$ cat src/rtl/split_tmr_pkg.sv
package split_tmr_pkg;
  localparam int unsigned NUM_BYTES = 4;
  localparam int unsigned ADDR_W    = 2;

  localparam logic [ADDR_W-1:0] ADDR_CTRL   = 2'd0;
  localparam logic [ADDR_W-1:0] ADDR_FLAGS  = 2'd1;
  localparam logic [ADDR_W-1:0] ADDR_COUNT  = 2'd2;
  localparam logic [ADDR_W-1:0] ADDR_RELOAD = 2'd3;

  // control word field positions
  localparam int unsigned CTL_RUN_LSB  = 0;
  localparam int unsigned CTL_MODE_LSB = 4;
  localparam int unsigned CTL_EN_BIT   = 6;
  localparam int unsigned CTL_IEN_LSB  = 8;

  typedef enum logic [1:0] {
    MODE_W32     = 2'd0,
    MODE_W16X2   = 2'd1,
    MODE_W8X4    = 2'd2,
    MODE_W16W8W8 = 2'd3
  } tmr_mode_e;
endpackage

$ cat src/rtl/split_tmr_regs.sv
module split_tmr_regs
  import split_tmr_pkg::*;
#(
  parameter int unsigned BYTE_W = 8,
  localparam int unsigned DATA_W = NUM_BYTES * BYTE_W
) (
  input  logic                 clk_i,
  input  logic                 rst_ni,
  input  logic                 we_i,
  input  logic [ADDR_W-1:0]    addr_i,
  input  logic [DATA_W-1:0]    wdata_i,
  input  logic [NUM_BYTES-1:0] flag_set_i,
  output logic [NUM_BYTES-1:0] run_o,
  output tmr_mode_e            mode_o,
  output logic                 en_o,
  output logic [NUM_BYTES-1:0] ien_o,
  output logic [DATA_W-1:0]    reload_o,
  output logic [NUM_BYTES-1:0] flags_o
);
  logic ctrl_wr, flag_wr, rld_wr;
  logic [NUM_BYTES-1:0] flags_d;

  assign ctrl_wr = we_i && (addr_i == ADDR_CTRL);
  assign flag_wr = we_i && (addr_i == ADDR_FLAGS);
  assign rld_wr  = we_i && (addr_i == ADDR_RELOAD);

  // hardware set wins over a written 0
  always_comb begin
    flags_d = flag_wr ? wdata_i[NUM_BYTES-1:0] : flags_o;
    flags_d = flags_d | flag_set_i;
  end

  always_ff @(posedge clk_i or negedge rst_ni) begin
    if (!rst_ni) begin
      run_o    <= '0;
      mode_o   <= MODE_W32;
      en_o     <= 1'b0;
      ien_o    <= '0;
      reload_o <= '0;
      flags_o  <= '0;
    end else begin
      if (ctrl_wr) begin
        run_o  <= wdata_i[CTL_RUN_LSB +: NUM_BYTES];
        mode_o <= tmr_mode_e'(wdata_i[CTL_MODE_LSB +: 2]);
        en_o   <= wdata_i[CTL_EN_BIT];
        ien_o  <= wdata_i[CTL_IEN_LSB +: NUM_BYTES];
      end
      if (rld_wr) reload_o <= wdata_i;
      flags_o <= flags_d;
    end
  end
endmodule

$ cat src/rtl/split_tmr_link.sv
module split_tmr_link
  import split_tmr_pkg::*;
(
  input  tmr_mode_e            mode_i,
  output logic [NUM_BYTES-1:0] link_o   // link_o[n]: byte n extends byte n-1
);
  always_comb begin
    unique case (mode_i)
      MODE_W32:     link_o = 4'b1110;
      MODE_W16X2:   link_o = 4'b1010;
      MODE_W8X4:    link_o = 4'b0000;
      MODE_W16W8W8: link_o = 4'b1000;
      default:      link_o = 4'b0000;
    endcase
  end
endmodule

$ cat src/rtl/split_tmr_byte.sv
module split_tmr_byte #(
  parameter int unsigned BYTE_W = 8
) (
  input  logic              clk_i,
  input  logic              rst_ni,
  input  logic              wr_i,
  input  logic [BYTE_W-1:0] wr_val_i,
  input  logic              inc_i,
  input  logic              wrap_i,
  input  logic [BYTE_W-1:0] reload_i,
  output logic [BYTE_W-1:0] cnt_o,
  output logic              full_o
);
  assign full_o = (cnt_o == {BYTE_W{1'b1}});

  always_ff @(posedge clk_i or negedge rst_ni) begin
    if (!rst_ni)     cnt_o <= '0;
    else if (wr_i)   cnt_o <= wr_val_i;
    else if (wrap_i) cnt_o <= reload_i;
    else if (inc_i)  cnt_o <= cnt_o + 1'b1;
  end
endmodule

$ cat src/rtl/split_byte_timer.sv
module split_byte_timer
  import split_tmr_pkg::*;
#(
  parameter int unsigned BYTE_W = 8,
  localparam int unsigned DATA_W = NUM_BYTES * BYTE_W
) (
  input  logic              clk_i,
  input  logic              rst_ni,
  input  logic              tick_i,
  input  logic              scl_timeout_i,
  input  logic              reg_we_i,
  input  logic [ADDR_W-1:0] reg_addr_i,
  input  logic [DATA_W-1:0] reg_wdata_i,
  output logic [DATA_W-1:0] reg_rdata_o,
  output logic              irq_o
);
  logic [NUM_BYTES-1:0] run_q, ien_q, flags_q, link, full, inc_c, wrap_c, ovf_c, flag_set;
  tmr_mode_e            tmr_mode;
  logic                 tmr_en, cnt_wr;
  logic [DATA_W-1:0]    reload_q, cnt_q;

  split_tmr_regs #(.BYTE_W(BYTE_W)) u_regs (
    .clk_i      (clk_i),
    .rst_ni     (rst_ni),
    .we_i       (reg_we_i),
    .addr_i     (reg_addr_i),
    .wdata_i    (reg_wdata_i),
    .flag_set_i (flag_set),
    .run_o      (run_q),
    .mode_o     (tmr_mode),
    .en_o       (tmr_en),
    .ien_o      (ien_q),
    .reload_o   (reload_q),
    .flags_o    (flags_q)
  );

  split_tmr_link u_link (
    .mode_i (tmr_mode),
    .link_o (link)
  );

  // carry ripples up; group wrap propagates down from the group's top byte
  always_comb begin
    logic carry, up_link, up_wrap, own;
    carry   = 1'b0;
    for (int n = 0; n < NUM_BYTES; n++) begin
      inc_c[n] = link[n] ? carry : (tick_i && tmr_en && run_q[n]);
      carry    = inc_c[n] && full[n];
    end
    up_link = 1'b0;
    up_wrap = 1'b0;
    for (int n = NUM_BYTES - 1; n >= 0; n--) begin
      own       = inc_c[n] && full[n];
      wrap_c[n] = up_link ? up_wrap : own;
      ovf_c[n]  = !up_link && own;
      up_wrap   = wrap_c[n];
      up_link   = link[n];
    end
  end

  always_comb begin
    flag_set = ovf_c;
    flag_set[NUM_BYTES-1] = ovf_c[NUM_BYTES-1] | scl_timeout_i;
  end

  assign cnt_wr = reg_we_i && (reg_addr_i == ADDR_COUNT);

  for (genvar g = 0; g < NUM_BYTES; g++) begin : g_byte
    split_tmr_byte #(.BYTE_W(BYTE_W)) u_byte (
      .clk_i    (clk_i),
      .rst_ni   (rst_ni),
      .wr_i     (cnt_wr),
      .wr_val_i (reg_wdata_i[g*BYTE_W +: BYTE_W]),
      .inc_i    (inc_c[g]),
      .wrap_i   (wrap_c[g]),
      .reload_i (reload_q[g*BYTE_W +: BYTE_W]),
      .cnt_o    (cnt_q[g*BYTE_W +: BYTE_W]),
      .full_o   (full[g])
    );
  end

  always_comb begin
    reg_rdata_o = '0;
    unique case (reg_addr_i)
      ADDR_CTRL: begin
        reg_rdata_o[CTL_RUN_LSB +: NUM_BYTES] = run_q;
        reg_rdata_o[CTL_MODE_LSB +: 2]        = tmr_mode;
        reg_rdata_o[CTL_EN_BIT]               = tmr_en;
        reg_rdata_o[CTL_IEN_LSB +: NUM_BYTES] = ien_q;
      end
      ADDR_FLAGS:  reg_rdata_o[NUM_BYTES-1:0] = flags_q;
      ADDR_COUNT:  reg_rdata_o = cnt_q;
      ADDR_RELOAD: reg_rdata_o = reload_q;
      default:     reg_rdata_o = '0;
    endcase
  end

  assign irq_o = |(flags_q & ien_q);
endmodule

$ cat config.mk
export PLATFORM = sky130hd
export DESIGN_NAME = split_byte_timer
export DESIGN_NICKNAME = d
export VERILOG_FILES = /design/src/rtl/split_tmr_pkg.sv /design/src/rtl/split_tmr_regs.sv /design/src/rtl/split_tmr_link.sv /design/src/rtl/split_tmr_byte.sv /design/src/rtl/split_byte_timer.sv
export SDC_FILE = /design/constraint.sdc
export NUM_CORES = 1
export LEC_CHECK = 0
export ABC_AREA = 1
export ABC_CLOCK_PERIOD_IN_PS = 2600
export BUFFER_PORTS_ARGS = -buffer_cell sky130_fd_sc_hd__buf_2
export CAP_MARGIN = 20
export CORE_MARGIN = 1.5
export CORE_UTILIZATION = 40
export CTS_BUF_LIST = sky130_fd_sc_hd__clkbuf_16
export CTS_CLUSTER_DIAMETER = 120
export CTS_CLUSTER_SIZE = 25
export DETAILED_ROUTE_END_ITERATION = 8
export PLACE_DENSITY = 0.61
export SLEW_MARGIN = 20
export SYNTH_ARGS = -nofsm -noshare
export SYNTH_HDL_FRONTEND = slang
export SYNTH_HIERARCHICAL = 1
export SYNTH_SLANG_ARGS = --single-unit
$ cat constraint.sdc
create_clock -name clk_i -period 2.6 [get_ports clk_i]
set_clock_uncertainty 0.05 [all_clocks]
set_input_delay 0.26 -clock clk_i [delete_from_list [all_inputs] [get_ports clk_i]]
set_output_delay 0.26 -clock clk_i [all_outputs]
set_load 0.02 [all_outputs]
==> metrics.txt <==
status finished, final reports clean; synthesized area roughly 5400 um^2; Final Setup Violations 0; num rows 42; distinct cell type count after synthesis 37; GP Congestion between 0.9 and 1; Avg WL per Cell 14.9 um; maximum vdd drop 0.629 mV; Yosys reg bits 79; critical path arrival 2.68 ns; post-synthesis adder-cell area fraction 0.00927; CTS tree yes; asr flop ratio synth 1.00; Worst setup endpoint g_byte[2].u_byte/cnt_o[3]; final hold viol count 0; most area-consuming cells after synthesis dfrtp_1 (37%), nand2_1 (13%), o21ai_2 (7.6%); Pleak 3.46 nW; layout cells sized above 1 0.313; post-synth top area cell dfrtp_1; Synth Area in Compound Gates 0.177; setup TNS 0 ns; Residual DRC 0; die area 14200 um^2; Initial DRC Count between 300 and 400; Syn. warnings 6; clock-pin slew on the worst setup and hold paths 0.06 ns; Seq. cell area between 1500 and 2000 um^2; min cycle time layout 2.50 ns; Initial Util 0.409; hpwl dp 10700 um; Layout area overhead 21.7%; DR vias/cell about 5; Post-Synth Simple-Gate Area 0.317; Core Area between 10000 and 15000 um^2; max_cap viols 0; Total Power 0.00504 W; Tcrit/Tclk final 0.961; port bufs 71; Final WS setup about 0.10 ns; Syn Area/Cell 7.45 um^2; vias post-DR 5125; antenna cells 0; top cell type's share of synthesized area 0.366; aggregate global routing overflow 0; Num CTS Buffers 9; ys flop type dfrtp_1; antenna-violating nets left 0; hold path depth 3; clk sink count 79; Mapped Cells 725; Hold Crit Class in2reg; critical path peak fanout 5; largest family of logic cells by synthesized area simple AND/OR/NAND/NOR gates; terminus of the critical flop-to-flop path g_byte[2].u_byte/cnt_o[3]; I/O pins 72; normalized max-slew margin 0.578; Die X 119 um; later-pin clock latency in the skew report 0.35 ns; Slew Limit Fails 0; FF-to-FF path depth 18; post-synthesis mux area share 0; most common cell after layout, fill and taps aside nand2_1; first-pass GRT wire length 24600 um; clk buf depth 2; WHS 0.116 ns; DP Worst Slack -0.0478 ns; Total GRT Usage 0.218; Net Count, Synth 768; crit start category register; Required @ worst endpoint 2.78 ns; Power Density ~770 nW/um^2; final net count 869; initial antenna violation count 0; largest net degree at the start of global routing 45; critical path class reg2reg; RR Startpoint g_byte[0].u_byte/cnt_o[1]; Worst Setup SP g_byte[0].u_byte/cnt_o[1]; worst reg2reg setup slack around 0.1 ns; most frequent cells in the layout nand2_1 (181), inv_1 (91), dfrtp_1 (78); vias in the first global route 4905; CTS root buffer clkbuf_16; footprint of the multi-input gates 2880 um^2; EDFF count, synth 0; register area share after synthesis 0.366; Layout Utilization 0.498; maximum clock rate 0.400 GHz; CP endpoint kind register; die height 119 um; DRT Pass-1 Iters 5; fillcell total 1321; Tightest Pin Transition 0.633 ns; Routed Wire Length 15000 um; CTS H-tree depth 3; Post-Synth XOR/XNOR Area 0.0130
-- cell usage after synthesis, drive strengths merged (3+ instances only) --
master and n:
a211oi 4, a21oi 18, a22o 21, buf 24
clkbuf 3, dfrtp 79, ha 4, inv 107
nand2 217, nand3 61, nand4 18, nor2 62
nor3 8, o211ai 7, o21ai 64, o21bai 8
o22ai 4, or2 4, xor2 8
-- timing repair --
action,CTS,global route
hold buffers,1,0
resized for setup,1,26
setup endpoints to repair,2,30
hold endpoints to repair,43,0
setup buffers,0,16
pin swaps,0,10
cloned,0,1
-- power by group --
group / internal [W] / total, W / switching (W)
Clock: 0.000832 / 0.00136 / 0.000529
Sequential: 0.00154 / 0.00191 / 0.000375
Combinational: 0.000759 / 0.00176 / 0.00101
-- worst min path at each step --
| stage | end | from | slack, ns |
|---|---|---|---|
| 6_report | u_regs/reload_o[16] | reg_wdata_i[16] | 0.12 |
| 5_1_grt | u_regs/reload_o[13] | reg_wdata_i[13] | 0.12 |
| 4_1_cts | u_regs/reload_o[23] | reg_wdata_i[23] | 0.10 |
| 3_5_place_dp | g_byte[2].u_byte/cnt_o[0] | rst_ni | 0.27 |
| 3_3_place_gp | u_regs/reload_o[16] | rst_ni | 0.28 |
| 2_1_floorplan | g_byte[0].u_byte/cnt_o[0] | rst_ni | -0.09 |
-- cell type report --
type                            instances  area share
Sequential cell                        79       0.301
Timing Repair Buffer                  116       0.115
Multi-Input combinational cell        512       0.438
Timing Repair inverter                  1     0.00114
Clock inverter                          7      0.0133
Clock buffer                            9      0.0343
Tap cell                              176      0.0335
Inverter                              107      0.0634
-- cell families after synthesis --
kind of cell / count (synthesis)
AND/OR/NAND/NOR: 372
adder cells (fa/ha/maj): 4
buffers and inverters: 134
flip-flops: 79
other: 1
AO/OA/AOI/OAI: 127
XOR/XNOR: 8
-- through the flow --
step / area, um^2 / std cells
finish: 6570 / 1007
global route: 6570 / 1007
CTS: 6350 / 990
detailed placement: 6030 / 973
global placement: 6030 / 973
floorplan: 5400 / 725
-- critical path: stages (launching register included) --
cell      delay (ns)
dfrtp_1         0.39
ha_4            0.16
nand3_2         0.08
inv_2           0.08
nand3_2         0.07
nor3_2          0.20
nand3_2         0.12
nand2_2         0.09
nand4_2         0.08
nand2_2         0.13
nand2_2         0.08
a21oi_4         0.15
buf_12          0.12
buf_4           0.10
nor3_4          0.05
buf_4           0.15
inv_6           0.07
o21ai_2         0.05
o21bai_2        0.18
-- flip-flops by register name, summed over array words and instances, names as in the netlist --
signal,flops
g_byte.u_byte/cnt_o,32
u_regs/reload_o,32
u_regs/flags_o,4
u_regs/ien_o,4
u_regs/run_o,4
u_regs/mode_o,2
u_regs/en_o,1
-- routing by layer --
metal / vias up / track usage / wire, um
li1: 2551 / - / -
met1: 2412 / 0.281 / 6780
met2: 142 / 0.365 / 7280
met3: 20 / 0.0508 / 750
met4: 0 / 0.0625 / 225
met5: - / 0 / 0
(Power assumes the default switching activity.)
